--- src/rtl/alu8.sv ---
module alu8 (
  input  logic [7:0] a_i,
  input  logic [7:0] b_i,
  input  logic [2:0] op_i,
  output logic [7:0] res_o,
  output logic [7:0] flg_o,
  output logic [7:0] flg_we_o
);
  localparam logic [2:0] OP_ADD = 3'd0, OP_SUB = 3'd1, OP_AND = 3'd2, OP_OR  = 3'd3,
                         OP_XOR = 3'd4, OP_ROR = 3'd5, OP_SHL = 3'd6, OP_SHR = 3'd7;

  logic        sub;
  logic [7:0]  addend;
  logic [8:0]  sum;
  logic [15:0] rot;
  logic        cy, ov, arith;

  assign sub    = (op_i == OP_SUB);
  assign addend = sub ? ~b_i : b_i;
  assign sum    = {1'b0, a_i} + {1'b0, addend} + {8'd0, sub};
  assign rot    = {a_i, a_i} >> b_i[2:0];
  assign arith  = (op_i == OP_ADD) || sub || (op_i == OP_SHL) || (op_i == OP_SHR);

  always_comb begin
    res_o = sum[7:0];
    cy    = sum[8];
    ov    = (a_i[7] == addend[7]) && (sum[7] != a_i[7]);
    case (op_i)
      OP_AND: res_o = a_i & b_i;
      OP_OR:  res_o = a_i | b_i;
      OP_XOR: res_o = a_i ^ b_i;
      OP_ROR: res_o = rot[7:0];
      OP_SHL: begin
        res_o = {a_i[6:0], 1'b0};
        cy    = a_i[7];
        ov    = a_i[7] ^ a_i[6];
      end
      OP_SHR: begin
        res_o = {1'b0, a_i[7:1]};
        cy    = a_i[0];
        ov    = a_i[7];
      end
      default: ;
    endcase
  end

  assign flg_we_o = {arith, 1'b1, 1'b1, arith, 4'b0000};
  assign flg_o    = {cy & arith, (res_o == 8'd0), res_o[7], ov & arith, 4'b0000};
endmodule


--- config.mk ---
export PLATFORM = sky130hd
export DESIGN_NAME = alu8
export DESIGN_NICKNAME = d
export VERILOG_FILES = /design/src/rtl/alu8.sv
export SDC_FILE = /design/constraint.sdc
export NUM_CORES = 1
export LEC_CHECK = 0
export BUFFER_PORTS_ARGS = -buffer_cell sky130_fd_sc_hd__buf_2
export CAP_MARGIN = 20
export CORE_ASPECT_RATIO = 0.9
export CORE_UTILIZATION = 45
export DETAILED_ROUTE_END_ITERATION = 10
export GPL_TIMING_DRIVEN = 0
export PLACE_DENSITY = 0.78
export SLEW_MARGIN = 10
export SYNTH_ARGS = -nofsm -noshare
export SYNTH_HDL_FRONTEND = slang
export SYNTH_SLANG_ARGS = --single-unit
--- constraint.sdc ---
create_clock -name vclk -period 4
set_input_delay 0.6 -clock vclk [all_inputs]
set_output_delay 0.6 -clock vclk [all_outputs]
set_load 0.05 [all_outputs]
-- After elaboration in Yosys (flattened, before gate mapping)
Cells that the tools add are included.
- register bits: 0
- word-level logic and storage cells: 29
- bits of input ports: 19
- output and inout port bits: 24
- shift operators: 1
- $add $sub $neg: 2
- muxes and demuxes: 4
- eq/ne operators: 9
- reduce and logical (&&, ||, !) cells: 6
- bitwise gates (word level): 7
- operators by type and width (cell ; number):
    $pmux W8 S6 ; 1
    $shr A16 B3 Y8 ; 1
    $eq A3 B3 Y1 const B ; 4
    $add A8 B8 Y9 ; 1
    $add A9 B1 Y9 ; 1
    $and A8 B8 Y8 ; 1
    $logic_not A8 Y1 ; 1
    $mux W8 ; 1
    $not A8 Y8 ; 1
    $or A8 B8 Y8 ; 1
    $xor A8 B8 Y8 ; 1
    $eq A3 B2 Y1 const B ; 2
    $pmux W1 S2 ; 2
    $eq A3 B1 Y1 const B ; 1
    $logic_not A3 Y1 ; 1
    $logic_or A1 B1 Y1 ; 3
    $and A1 B1 Y1 ; 2
    $eq A1 B1 Y1 ; 1
    $logic_and A1 B1 Y1 ; 1
    $ne A1 B1 Y1 ; 1
    $xor A1 B1 Y1 ; 1

-- Logic depth before layout (Yosys ltp)
Gate-level depths: netlist of the first run.
- depth in word-level cells: 8
- mapped depth: 12

-- Worst setup path after synthesis of the first run
OpenSTA, ideal clock, no wires.
- path kind: input to output
- start: input op_i[2]
- end: output flg_o[6]
- arrival time: 4.400 ns
- cell stages on the path: 10
- required time: 3.400 ns
- slack: -1.000 ns
- path through: buf_2 > buf_6 > nor2_1 > nand2_1 > xnor2_1 > fa_1 > o22ai_1 > o221ai_1 > or4_4 > nor4_2
- longest elaborated chain between the ends: 6
- elaborated cells between the ends (all ways): 12
- ends and longest elaborated chain (item ; RTL line ; source):
    from (decl) ; 4 ; input logic [2:0] op_i,
    $eq A3 B1 Y1 ; 18 ; assign sub = (op_i == OP_SUB);
    $mux W8 ; 19 ; assign addend = sub ? ~b_i : b_i;
    $add A8 B8 Y9 ; 20 ; assign sum = {1'b0, a_i} + {1'b0, addend} + {8'd0, sub};
    $add A9 B1 Y9 ; 20 ;
    $pmux W8 S6 * ; 28 ; case (op_i)
    via res_o[1] ; 5 ; output logic [7:0] res_o,
    $logic_not A8 Y1 * ; 48 ; assign flg_o = {cy & arith, (res_o == 8'd0), res_o[7], ov & arith, 4'b0000};
    to (decl) ; 6 ; output logic [7:0] flg_o,
The timed path passes the listed nets; every way through them passes the cells marked *.

-- Worst setup path after layout of the first run
- start: input op_i[2]
- end: output flg_o[6]
- longest elaborated chain between the ends: 6
- elaborated cells between the ends (all ways): 12
- ends and longest elaborated chain (item ; RTL line):
    $eq A3 B1 Y1 ; 18
    $mux W8 ; 19
    $add A8 B8 Y9 ; 20
    $add A9 B1 Y9 ; 20
    $pmux W8 S6 * ; 28
    $logic_not A8 Y1 * ; 48
Mark *: on every way between the ends. The rest lies on a longest branch, timed or not.

==> results of run 1 <==
==> cells by family (layout without fill, tap and decap cells) <==
family                     Yosys count  count (layout)  share of synthesized area
AOI/OAI and AO/OA                   56              56                      0.228
xor gates and xnor gates            10              10                     0.0498
adders and majority gates           25              25                      0.182
buffers and inverters               46              80                      0.160
muxes                               23              23                      0.194
other                                2              10                    0.00427
and+or+nand+nor                     61              61                      0.182
==> worst max-delay path by stage <==
stage,cells past startpoint,from,to
CTS,13,op_i[1],flg_o[6]
global route,13,op_i[1],flg_o[6]
floorplan,12,op_i[2],flg_o[6]
global placement,14,op_i[2],flg_o[6]
finish,13,op_i[2],flg_o[6]
detailed placement,14,op_i[2],flg_o[6]
==> area by class of cell <==
class                      instances  area, um2  area share
multi-input combinational        185       1590       0.751
buffer                            23        193      0.0912
inverter                          21       78.8      0.0373
timing repair buffer              36        196      0.0930
tap                               46       57.6      0.0272
==> what timing repair did <==
item,4_1_cts,5_1_grt
pin swaps,2,0
setup endpoints to repair,4,2
setup buffers,3,0
gates resized for setup,3,3
==> cell usage after synthesis (all sizes together) (2+ instances only) <==
master	instances	area share
o221ai	5	0.025
a21o	4	0.018
o211ai	3	0.013
a22oi	3	0.013
nor2	11	0.023
mux4	7	0.094
nand3	4	0.011
clkinv	2	0.0043
and3	3	0.011
a21oi	14	0.040
or2	2	0.0071
nand2b	7	0.025
a32oi	2	0.010
nand2	20	0.043
a31oi	4	0.014
buf	20	0.088
mux2	6	0.043
nor4	3	0.014
xnor2	9	0.045
inv	19	0.041
o22ai	3	0.011
ha	24	0.17
nor2b	3	0.011
a311oi	2	0.010
nor3	2	0.0057
o21ai	4	0.011
mux2i	10	0.057
conb	2	0.0043
clkbuf	5	0.028
==> metal layers <==
layer  wire, um  part of all wire  global-route usage  vias up
met5          0                 0                   0        -
met3        467             0.092             0.00926        4
li1           -                 -                   -      883
met1       2230              0.44               0.368      856
met4         38            0.0075              0.0357        0
met2       2350              0.46               0.426      101
==> power by group through the flow <==
stage	clock network, uW	logic, uW	registers (uW)
floorplan	0	283	0
global placement	0	357	0
detailed placement	0	361	0
CTS	0	366	0
global route	0	403	0
finish	0	375	0
==> through the flow <==
step | worst slack, ns | TNS, ns | util
after floorplan | -0.219 | -0.219 | -
after global placement | -0.434 | -1.19 | 0.555
after detailed placement | -0.440 | -1.23 | 0.555
after CTS | 0.0445 | 0 | 0.562
after global routing | -0.0288 | -0.0288 | 0.566
final | 0.0384 | 0 | 0.566
==> impl_metrics.toml, run 1 <==
[final_layout]
layout_common_cells = "buf_2 (32), ha_1 (24), inv_1 (19), nand2_1 (19), buf_4 (17)"
seq_cells = 0
fillers = 370
final_common_cell = "buf_2"
clkbuf_count = 0
fin_cells = 311
fin_area_um2 = 2110
fin_nets = 311
n_antenna_cell = 0
area_delta_synth_final_pct = 20.2
post_route_cells_drive_above_1_share = 0.332
register_area_um2 = 0

[synth]
yosysWarnings = 0
netlist_area_um2 = 1760
syn_area_per_cell_um2 = 7.88
synth_cells = 223
ys_types = 56
yosysSeqAreaShare = 0

[global_routing]
first_global_vias = 1605
grt_pass1_wl_um = 7850
overflow = 0
grt_usage = 0.253
antenna_found_initial = 0
grt_max_degree = 14

[worst_setup_path]
slowest_delay_ns = 0.53
crit_fanout = 13
cp.arrival_ns = 3.36
cp.required_ns = 3.40
path_common_cell = "buf_6"
crit_path_start_kind = "primary input"
critPathSlowestCell = "or4_4"
path_cells = "buf_2, buf_6, nor2_4, nand2_4, xnor2_2, fa_2, a21o_1, a21oi_2, xor2_2, a2bb2oi_4, or4_4, nor4_4, buf_6"
cpLargestDelayFamily = "simple AND/OR/NAND/NOR gates"
worstSetupEndpointType = "primary output"
path_buf_inv = 3
worstSetupPathType = "primary input to primary output"

[sta]
fmax_mhz = 252
setup_viol = 0
hold_slack_ns = 1.76
drv_slew = 0
finalCriticalPeriod_ns = 3.96
finalCritPeriodShare = 0.990
hold_viol_final = 0
rsz0062_at_grt = "yes"

[power_and_ir_drop]
p_int_uw = 136
p_sw_uw = 239
p_total_uw = 375
swShare = 0.638
seq_power_share = 0
p_per_area_nw_per_um2 = 177
leakage_uw = 0.00102
power.share.clock = 0
ir_drop_mv = 0.104
combPwrFrac = 1.000

[status]
status = "completed"

[floorplanning]
rows = 21
die_area_um2 = 4160
floorplan.initialDensity = 0.471
coreArea_um2 = 3730
ios = 43
die_w_um = 67.9
dieHeight_um = 61.3

[routing]
wl_per_cell_um = 16.3
vias_per_cell = 5.93
firstDrtPassIters = 4
num_vias = 1844
drt_iter0_drc = 143
wirelength_um = 5080
postRouteAntennaNets = 0
drc_errors = 0

[hold_path]
hold_end = "flg_o[4]"
hold_path.startpoint = "a_i[7]"
hold_depth = 4
min_path_type = "primary input to primary output"

[placement]
gp_congestion = 0.923
hpwl_um = 3980
portBuffers = 33
placed_cell_area_um2 = 2070
dp.cells = 310

[run]
cap_violations = 0

[clock_tree]
cts_hold_buf = 0
Power figures use the tool's default switching activity.
==> run 2: changes to the inputs <==
--- a/config.mk
+++ b/config.mk
@@ -8,10 +8,11 @@
 export BUFFER_PORTS_ARGS = -buffer_cell sky130_fd_sc_hd__buf_2
 export CAP_MARGIN = 20
 export CORE_ASPECT_RATIO = 0.9
-export CORE_UTILIZATION = 45
+export CORE_UTILIZATION = 40
 export DETAILED_ROUTE_END_ITERATION = 10
+export GPL_ROUTABILITY_DRIVEN = 1
 export GPL_TIMING_DRIVEN = 0
-export PLACE_DENSITY = 0.78
+export PLACE_DENSITY = 0.71
 export SLEW_MARGIN = 10
 export SYNTH_ARGS = -nofsm -noshare
 export SYNTH_HDL_FRONTEND = slang
==> impl_metrics.toml, run 2 (same netlist as run 1, synthesis figures left out) <==
[final_layout]
postLayoutCoreUtil = 0.525
clkbuf_count = 0
fin_cells = 327
post_route_cells_drive_above_1_share = 0.345
area_delta_synth_final_pct = 24.1
layout_common_cells = "buf_2 (31), ha_1 (23), buf_4 (20), inv_1 (19), nand2_1 (19)"
fin_nets = 313
seq_cells = 0
register_area_um2 = 0
final_common_cell = "buf_2"
n_antenna_cell = 0

[worst_setup_path]
worstSetupEndpointType = "primary output"
worstSetupPathType = "primary input to primary output"
cp.required_ns = 3.40
crit_fanout = 13
crit_path_start_kind = "primary input"
cp.arrival_ns = 3.27
path_depth = 13
path_cells = "buf_4, buf_8, nor2_4, nand2_4, xnor2_4, fa_2, a21o_1, a21oi_2, xor2_1, a2bb2oi_4, or4_4, nor4_4, buf_6"
cpLargestDelayFamily = "simple AND/OR/NAND/NOR gates"
path_buf_inv = 3
slowest_delay_ns = 0.55
critPathSlowestCell = "or4_4"

[sta]
finalCriticalPeriod_ns = 3.87
setup_viol = 0
setup_ws_ns = 0.129
fmax_mhz = 258
drv_slew = 0
hold_viol_final = 0
finalCritPeriodShare = 0.968
tns_ns = 0
rsz0062_at_grt = "no"

[global_routing]
grt_usage = 0.238
first_global_vias = 1697
grt_max_degree = 14
overflow = 0
antenna_found_initial = 0
grt_pass1_wl_um = 8830

[floorplanning]
coreArea_um2 = 4160
rows = 22
die_w_um = 71.9
die_area_um2 = 4660
ios = 43
floorplan.initialDensity = 0.423
dieHeight_um = 64.9

[routing]
wl_per_cell_um = 15.9
firstDrtPassIters = 4
num_vias = 1782
postRouteAntennaNets = 0
drt_iter0_drc = 131
vias_per_cell = 5.45
drc_errors = 0
wirelength_um = 5200

[placement]
hpwl_um = 4070
portBuffers = 33
dp.cells = 324
dp_slack_ns = -0.510
gp_congestion = 0.936

[power_and_ir_drop]
p_per_area_nw_per_um2 = 176
ir_drop_mv = 0.101
leakage_uw = 0.00104

[clock_tree]
cts_hold_buf = 0

[hold_path]
min_path_type = "primary input to primary output"
hold_depth = 4

[status]
status = "completed"

[run]
cap_violations = 0
==> run 2: cell count changes in the layout (fill, tap and decap cells not counted), sizes merged <==
| cell | before | now |
|---|---|---|
| buf | 53 | 55 |
==> run 2: layout make-up <==
cell class / instances / area, um2
inverter: 21 / 78.8
buffer: 23 / 196
multi-input combinational: 185 / 1620
fill: 397 / 1980
tap: 60 / 75.1
timing repair buffer: 38 / 214
==> run 2: worst paths after layout <==
check / from / end / slack (ns)
max: op_i[2] / flg_o[6] / 0.13
min: a_i[7] / flg_o[4] / 1.75
==> run 2: metrics by stage <==
stage	power, uW	cell area (um2)	hold WS (ns)
5_1_grt	415	2180	1.79
3_3_place_gp	361	2090	1.75
3_5_place_dp	364	2090	1.76
6_report	385	2180	1.75
4_1_cts	367	2110	1.76
2_1_floorplan	283	1850	1.46
==> run 2: power breakdown <==
group,switching [uW],internal [uW],leakage (uW)
sequential,0,0,0
clock,0,0,0
combinational,241,143,0.00104
total,241,143,0.00104
==> run 2: per-layer routing <==
metal  vias up  track usage  wire length, um
li1        890            -                -
met2        62        0.377             2330
met5         -            0                0
met3         8      0.00778              308
met4         0       0.0245               63
met1       822        0.365             2500
==> run 2: repair_timing <==
| action | 4_1_cts | 5_1_grt |
|---|---|---|
| pin swaps | 2 | 5 |
| setup buffers | 2 | 3 |
| cloned | 0 | 0 |
| setup endpoints to repair | 5 | 3 |
| resized for setup | 3 | 10 |
